--- src/rtl/rmw_pkg.sv ---
// Shared opcode type for the atomic read-modify-write unit.
package rmw_pkg;
    typedef enum logic [2:0] {
        OP_READ  = 3'd0,
        OP_WRITE = 3'd1,
        OP_CASB  = 3'd2,
        OP_CASV  = 3'd3,
        OP_FADD  = 3'd4,
        OP_DCAS  = 3'd5
    } rmw_op_e;
endpackage

--- src/rtl/rmw_store.sv ---
// Word memory organised as rows of two words with per-half write enables.
// Assumes one access per cycle (single port, full row wide); sync active-low reset clears all rows.
module rmw_store #(
    parameter int DATA_W = 32,
    parameter int ROWS   = 32,
    localparam int IDX_W = $clog2(ROWS)
) (
    input  logic                clk,
    input  logic                rst_n,
    input  logic [IDX_W-1:0]    row_idx,
    input  logic                wr_lo,
    input  logic                wr_hi,
    input  logic [2*DATA_W-1:0] wr_row,
    output logic [2*DATA_W-1:0] rd_row
);
    logic [2*DATA_W-1:0] mem_q [ROWS];

    // Read the addressed row combinationally.
    assign rd_row = mem_q[row_idx];

    // Clear on reset, else update the enabled halves of the addressed row.
    always_ff @(posedge clk) begin
        if (!rst_n) begin
            for (int i = 0; i < ROWS; i++) mem_q[i] <= '0;
        end else begin
            if (wr_lo) mem_q[row_idx][DATA_W-1:0]        <= wr_row[DATA_W-1:0];
            if (wr_hi) mem_q[row_idx][2*DATA_W-1:DATA_W] <= wr_row[2*DATA_W-1:DATA_W];
        end
    end


    lo_write_chk: assert property (@(posedge clk) disable iff (!rst_n)
        wr_lo |=> (mem_q[$past(row_idx)][DATA_W-1:0] == $past(wr_row[DATA_W-1:0])));

    hi_write_chk: assert property (@(posedge clk) disable iff (!rst_n)
        wr_hi |=> (mem_q[$past(row_idx)][2*DATA_W-1:DATA_W] == $past(wr_row[2*DATA_W-1:DATA_W])));
endmodule

--- src/rtl/rmw_alu.sv ---
// Combinational compare/modify stage: from the current row and the latched
// request it works out write enables, write data and the response fields.
// Assumes the row holds words {addr|1, addr&~1}.
module rmw_alu
    import rmw_pkg::*;
#(
    parameter int DATA_W = 32
) (
    input  logic [2:0]          op,
    input  logic                addr_lsb,
    input  logic [2*DATA_W-1:0] cur_row,
    input  logic [2*DATA_W-1:0] cmp_val,
    input  logic [2*DATA_W-1:0] new_val,
    output logic                wr_lo,
    output logic                wr_hi,
    output logic [2*DATA_W-1:0] wr_row,
    output logic                ok,
    output logic                err,
    output logic [2*DATA_W-1:0] old_val
);
    logic [DATA_W-1:0] word_q;
    logic [DATA_W-1:0] word_d;
    logic              word_we;
    logic              word_match;

    assign word_q     = addr_lsb ? cur_row[2*DATA_W-1:DATA_W] : cur_row[DATA_W-1:0];
    assign word_match = (word_q == cmp_val[DATA_W-1:0]);

    // Decode the operation into a single-word or pair update and a response.
    always_comb begin
        word_we = 1'b0;
        word_d  = new_val[DATA_W-1:0];
        wr_lo   = 1'b0;
        wr_hi   = 1'b0;
        wr_row  = {word_d, word_d};
        ok      = 1'b0;
        err     = 1'b0;
        old_val = '0;
        case (op)
            OP_READ: begin
                ok      = 1'b1;
                old_val = {{DATA_W{1'b0}}, word_q};
            end
            OP_WRITE: begin
                word_we = 1'b1;
                ok      = 1'b1;
                old_val = {{DATA_W{1'b0}}, word_q};
            end
            OP_CASB: begin
                word_we = word_match;
                ok      = word_match;
            end
            OP_CASV: begin
                word_we = word_match;
                ok      = word_match;
                old_val = {{DATA_W{1'b0}}, word_q};
            end
            OP_FADD: begin
                word_we = 1'b1;
                word_d  = word_q + new_val[DATA_W-1:0];
                ok      = 1'b1;
                old_val = {{DATA_W{1'b0}}, word_q};
            end
            OP_DCAS: begin
                if (addr_lsb) begin
                    err = 1'b1;
                end else begin
                    ok      = (cur_row == cmp_val);
                    old_val = cur_row;
                end
            end
            default: err = 1'b1;
        endcase
        if (op == OP_DCAS) begin
            wr_row = new_val;
            wr_lo  = ok;
            wr_hi  = ok;
        end else begin
            wr_row = {word_d, word_d};
            wr_lo  = word_we && !addr_lsb;
            wr_hi  = word_we && addr_lsb;
        end
    end
endmodule

--- src/rtl/rmw_seq.sv ---
// Request sequencer: accepts one request when idle, holds it for one locked
// execute cycle, then registers the response. Assumes the store writes at
// the same edge the response is registered.
module rmw_seq #(
    parameter int DATA_W = 32,
    parameter int ADDR_W = 6
) (
    input  logic                clk,
    input  logic                rst_n,
    input  logic                req_valid,
    output logic                req_ready,
    input  logic [2:0]          req_op,
    input  logic [ADDR_W-1:0]   req_addr,
    input  logic [2*DATA_W-1:0] req_cmp,
    input  logic [2*DATA_W-1:0] req_new,
    output logic                exec,
    output logic [2:0]          cur_op,
    output logic [ADDR_W-1:0]   cur_addr,
    output logic [2*DATA_W-1:0] cur_cmp,
    output logic [2*DATA_W-1:0] cur_new,
    input  logic                res_ok,
    input  logic                res_err,
    input  logic [2*DATA_W-1:0] res_old,
    output logic                rsp_valid,
    output logic                rsp_ok,
    output logic                rsp_err,
    output logic [2*DATA_W-1:0] rsp_old
);
    logic busy_q;
    logic accept;

    assign req_ready = !busy_q;
    assign accept    = req_valid && req_ready;
    assign exec      = busy_q;

    // Track the lock: set on acceptance, released after the execute cycle.
    always_ff @(posedge clk) begin
        if (!rst_n)      busy_q <= 1'b0;
        else if (accept) busy_q <= 1'b1;
        else             busy_q <= 1'b0;
    end

    // Capture the request fields on acceptance.
    always_ff @(posedge clk) begin
        if (!rst_n) begin
            cur_op   <= '0;
            cur_addr <= '0;
            cur_cmp  <= '0;
            cur_new  <= '0;
        end else if (accept) begin
            cur_op   <= req_op;
            cur_addr <= req_addr;
            cur_cmp  <= req_cmp;
            cur_new  <= req_new;
        end
    end

    // Register the response at the end of the execute cycle.
    always_ff @(posedge clk) begin
        if (!rst_n) begin
            rsp_valid <= 1'b0;
            rsp_ok    <= 1'b0;
            rsp_err   <= 1'b0;
            rsp_old   <= '0;
        end else begin
            rsp_valid <= busy_q;
            rsp_ok    <= busy_q && res_ok;
            rsp_err   <= busy_q && res_err;
            rsp_old   <= busy_q ? res_old : '0;
        end
    end


    lock_chk: assert property (@(posedge clk) disable iff (!rst_n)
        accept |=> !req_ready);

    latency_chk: assert property (@(posedge clk) disable iff (!rst_n)
        accept |=> ##1 rsp_valid);

    flags_excl_chk: assert property (@(posedge clk) disable iff (!rst_n)
        rsp_valid |-> !(rsp_ok && rsp_err));

    err_old_zero_chk: assert property (@(posedge clk) disable iff (!rst_n)
        (rsp_valid && rsp_err) |-> (rsp_old == '0));
endmodule

--- src/rtl/atomic_rmw_unit.sv ---
// Atomic read-modify-write memory unit: top level joining sequencer,
// compare/modify stage and two-word-row store. Assumes a power-of-two depth
// of at least two words.
module atomic_rmw_unit #(
    parameter int DATA_W = 32,
    parameter int ADDR_W = 6
) (
    input  logic                clk,
    input  logic                rst_n,
    input  logic                req_valid,
    output logic                req_ready,
    input  logic [2:0]          req_op,
    input  logic [ADDR_W-1:0]   req_addr,
    input  logic [2*DATA_W-1:0] req_cmp,
    input  logic [2*DATA_W-1:0] req_new,
    output logic                rsp_valid,
    output logic                rsp_ok,
    output logic                rsp_err,
    output logic [2*DATA_W-1:0] rsp_old
);
    localparam int ROWS = (1 << ADDR_W) / 2;

    logic                exec;
    logic [2:0]          cur_op;
    logic [ADDR_W-1:0]   cur_addr;
    logic [2*DATA_W-1:0] cur_cmp, cur_new, cur_row, wr_row, res_old;
    logic                a_wr_lo, a_wr_hi, res_ok, res_err;

    rmw_seq #(.DATA_W(DATA_W), .ADDR_W(ADDR_W)) u_seq (
        .clk(clk), .rst_n(rst_n),
        .req_valid(req_valid), .req_ready(req_ready),
        .req_op(req_op), .req_addr(req_addr), .req_cmp(req_cmp), .req_new(req_new),
        .exec(exec), .cur_op(cur_op), .cur_addr(cur_addr),
        .cur_cmp(cur_cmp), .cur_new(cur_new),
        .res_ok(res_ok), .res_err(res_err), .res_old(res_old),
        .rsp_valid(rsp_valid), .rsp_ok(rsp_ok), .rsp_err(rsp_err), .rsp_old(rsp_old)
    );

    rmw_alu #(.DATA_W(DATA_W)) u_alu (
        .op(cur_op), .addr_lsb(cur_addr[0]), .cur_row(cur_row),
        .cmp_val(cur_cmp), .new_val(cur_new),
        .wr_lo(a_wr_lo), .wr_hi(a_wr_hi), .wr_row(wr_row),
        .ok(res_ok), .err(res_err), .old_val(res_old)
    );

    rmw_store #(.DATA_W(DATA_W), .ROWS(ROWS)) u_store (
        .clk(clk), .rst_n(rst_n),
        .row_idx(cur_addr[ADDR_W-1:1]),
        .wr_lo(exec && a_wr_lo), .wr_hi(exec && a_wr_hi),
        .wr_row(wr_row), .rd_row(cur_row)
    );
endmodule

--- config.mk ---
export PLATFORM = sky130hd
export DESIGN_NAME = atomic_rmw_unit
export DESIGN_NICKNAME = d
export VERILOG_FILES = /design/src/rtl/rmw_pkg.sv /design/src/rtl/rmw_store.sv /design/src/rtl/rmw_alu.sv /design/src/rtl/rmw_seq.sv /design/src/rtl/atomic_rmw_unit.sv
export SDC_FILE = /design/constraint.sdc
export NUM_CORES = 2
export LEC_CHECK = 0
export ABC_AREA = 1
export BUFFER_PORTS_ARGS = -buffer_cell sky130_fd_sc_hd__buf_4
export CELL_PAD_IN_SITES_DETAIL_PLACEMENT = 2
export CELL_PAD_IN_SITES_GLOBAL_PLACEMENT = 2
export CORE_ASPECT_RATIO = 0.5
export CORE_MARGIN = 4
export CORE_UTILIZATION = 37
export CTS_CLUSTER_SIZE = 40
export DETAILED_ROUTE_END_ITERATION = 12
export PLACE_DENSITY_LB_ADDON = 0.1
export SLEW_MARGIN = 25
export SYNTH_ARGS = -nofsm -noshare
export SYNTH_HDL_FRONTEND = slang
export SYNTH_SLANG_ARGS = --single-unit
--- constraint.sdc ---
create_clock -name clk -period 4.35 [get_ports clk]
set_input_delay 0.87 -clock clk [delete_from_list [all_inputs] [get_ports clk]]
set_output_delay 0.87 -clock clk [all_outputs]
set_load 0.005 [all_outputs]
==> results.sh <==
export IMPL_status="finished, violations left"
export IMPL_violations="negative setup slack"
export IMPL_antenna_left=0
export IMPL_worstSetupEndpointType="flip-flop"
export IMPL_grt_max_degree=133
export IMPL_ys_ff_latch=2258
export IMPL_root_buffer="clkbuf_16"
export IMPL_num_vias=94000
export IMPL_synth_seq_area_share_pct=62.7
export IMPL_dp_cells=15400
export IMPL_power_density_nw_per_um2=437
export IMPL_cts_htree_levels=4
export IMPL_fin_cells=15900
export IMPL_path_clk_slew_ps=70
export IMPL_critPathMaxFanout=20
export IMPL_first_pass_iters=5
export IMPL_hpwl_um=352000
export IMPL_stdcell_area_um2=133000
export IMPL_antenna_found_initial=35
export IMPL_finalPower_uw=58200
export IMPL_path_common_cell="nand2_1"
export IMPL_clk_latency_ps=930
export IMPL_drt_initial_drc_count=13000
export IMPL_syn_cell_area_um2=105000
export IMPL_num_io_pins=208
export IMPL_fin_nets=12100
export IMPL_layout_common_cells="2596 x nand2_1, 2197 x nor2_1, 2048 x edfxtp_1, 1828 x nand3_1, 1133 x buf_4"
export IMPL_place_ws_ps=-2210
export IMPL_place_gp_congestion=0.911
export IMPL_synthTopCellsByArea="edfxtp_1 59%, nand2_1 9.8%, nand3_1 9.1%"
export IMPL_synth_largest_area_cell="edfxtp_1"
export IMPL_cp_start_kind="flip-flop"
export IMPL_finalCriticalPeriod_ps=5640
export IMPL_start_util_pct=37.4
export IMPL_cts_tree="built"
export IMPL_drv_cap=0
export IMPL_grt_remaining_overflow=0
export IMPL_die_area_um2=292000
export IMPL_crit_slowest_cell="dfxtp_4"
export IMPL_cts_buffers=226
export IMPL_chipWidth_um=761
export IMPL_grt_setup_unrepaired="true"
export IMPL_fin_crit_sh_pct=130
export IMPL_setup_worst_path_class="reg -> reg"
export IMPL_yosysWarnings=0
export IMPL_wl_per_cell_um=33.1
export IMPL_gr_usage_all_layers_pct=34.3
export IMPL_finClkSkew_ps=71.0
export IMPL_fmax_ghz=0.177
export IMPL_cp_data_arrival_time_ps=6290
export IMPL_synthDistinctLibCells=49
export IMPL_rows=137
export IMPL_drc=0
export IMPL_first_global_vias=97000
export IMPL_power_leakage_uw=0.0520
export IMPL_syn_inst=11000
export IMPL_cts_buffer_depth=4
export IMPL_clock_sinks=2258
export IMPL_max_slew_margin_pct=13.3
export IMPL_layout_drive_gt1_share_pct=20.6
export IMPL_setup_viol_count_final=4097
export IMPL_io_buffers=207
export IMPL_max_vdd_ir_drop_mv=0.325
export IMPL_synth_top_area_share_pct=58.7
export IMPL_grt_pass1_wl_um=720000
export IMPL_die_height_um=384
export IMPL_wirelength_um=526000
export IMPL_syn_to_final_growth_pct=26.9
export IMPL_syn_nets=11200
export IMPL_drv_slew=0
export IMPL_place_area_um2=122000
export IMPL_syn_mean_instance_area_um2=9.53
export IMPL_fillers=28900
export IMPL_holdBufCountCts=0
export IMPL_finalSetupTns_ps=-3825330
export IMPL_min_path_type="in -> reg"
export IMPL_core_area_um2=280000
export IMPL_required_ps=5000
export IMPL_worst_pin_slew_ps=1300
export IMPL_hold_violations=0
export IMPL_final_common_cell="nand2_1"
export IMPL_via_per_inst=5.91
export IMPL_setup_slack_ps=-1290
export IMPL_slowest_delay_ps=380
## cells by family after synthesis
kind of cell / after synthesis / synth area share (%)
compound gates: 471 / 2.44
simple gates: 7074 / 29.1
flops: 2258 / 62.7
buf+inv: 1121 / 5.06
fa+ha+maj: 32 / 0.389
xor+xnor: 38 / 0.318
## cells in the mapped netlist, drive strengths merged
cell type and number:
nand3b 7, inv 188, a31oi 13, nor4 2, a22oi 7, o221a 1
o21a 2, a211oi 5, o211ai 12, xnor2 13, clkinv 2, ha 31
a21boi 24, a21oi 165, o21bai 4, nor2 2332, fa 1, nand2 2728
clkbuf 397, buf 534, xor2 25, edfxtp 2048, or2 3, a311oi 1
nand4 87, nor3 5, o2111ai 1, dfxtp 210, o22ai 5, a22o 5
o21ai 225, o31ai 1, nand3 1910
## flip-flops by register name, indices dropped and copies added (netlist names), named ones only
register         count
u_seq.rsp_old       64
u_seq.rsp_valid      1
u_seq.exec           1
u_seq.cur_cmp       64
u_seq.cur_op         3
u_store.mem_q     2048
u_seq.cur_addr       6
u_seq.cur_new       64
u_seq.rsp_ok         1
u_seq.rsp_err        1
## critical path, delay by kind of cell, from the launching register on
kind / cells / cell delay [ps]
simple gates: 11 / 1850
fa+ha+maj: 1 / 280
flops: 1 / 380
buf+inv: 11 / 1810
compound gates: 5 / 910
## report_power, final
part           total [µW]  internal (µW)  switching [µW]
logic               13000           4340            8620
registers           24700          24300             353
clock network       20500          11100            9400
## final timing paths
path,slack (ps),from,cells after the start,end
min reg2reg,480,u_seq.cur_cmp[55],2,u_seq.cur_cmp[55]
max reg2reg,-1290,flip-flop,28,u_store.mem_q[12][60]
max,-1290,flip-flop,28,u_store.mem_q[12][60]
min,210,req_new[6],3,u_seq.cur_new[6]
## through the flow
stage	util [%]	hold slack (ps)
floorplan	-	444
global placement	43.7	457
detailed placement	43.7	473
CTS	46.8	151
global route	47.5	186
finish	47.5	209
## metal layers
metal	vias to the layer above	part of all wire (%)	global-route usage, %
met3	622	12	9.14
met4	6	2.6	8.69
met5	-	0.0068	0
met2	4661	42	50.9
li1	38900	-	-
met1	49800	43	49.6
## layout make-up
class / count / area [µm²] / share of cell area [%]
repair buffers: 1663 / 19100 / 14.4
clock buffers: 277 / 5950 / 4.47
multi-input cells: 7615 / 35500 / 26.7
clock inverters: 130 / 1280 / 0.959
inverters: 190 / 779 / 0.586
diodes: 4 / 10.0 / 0.00752
well taps: 3753 / 4700 / 3.53
repair inverters: 2 / 27.5 / 0.0207
flip-flops and latches: 2258 / 65700 / 49.4
## what timing repair did
item	4_1_cts	5_1_grt
pin swaps	11	23
buffers inserted	12	26
setup endpoints to repair	4097	4097
gates resized for setup	182	228
cloned	20	22
Power figures use the tool's default switching activity.
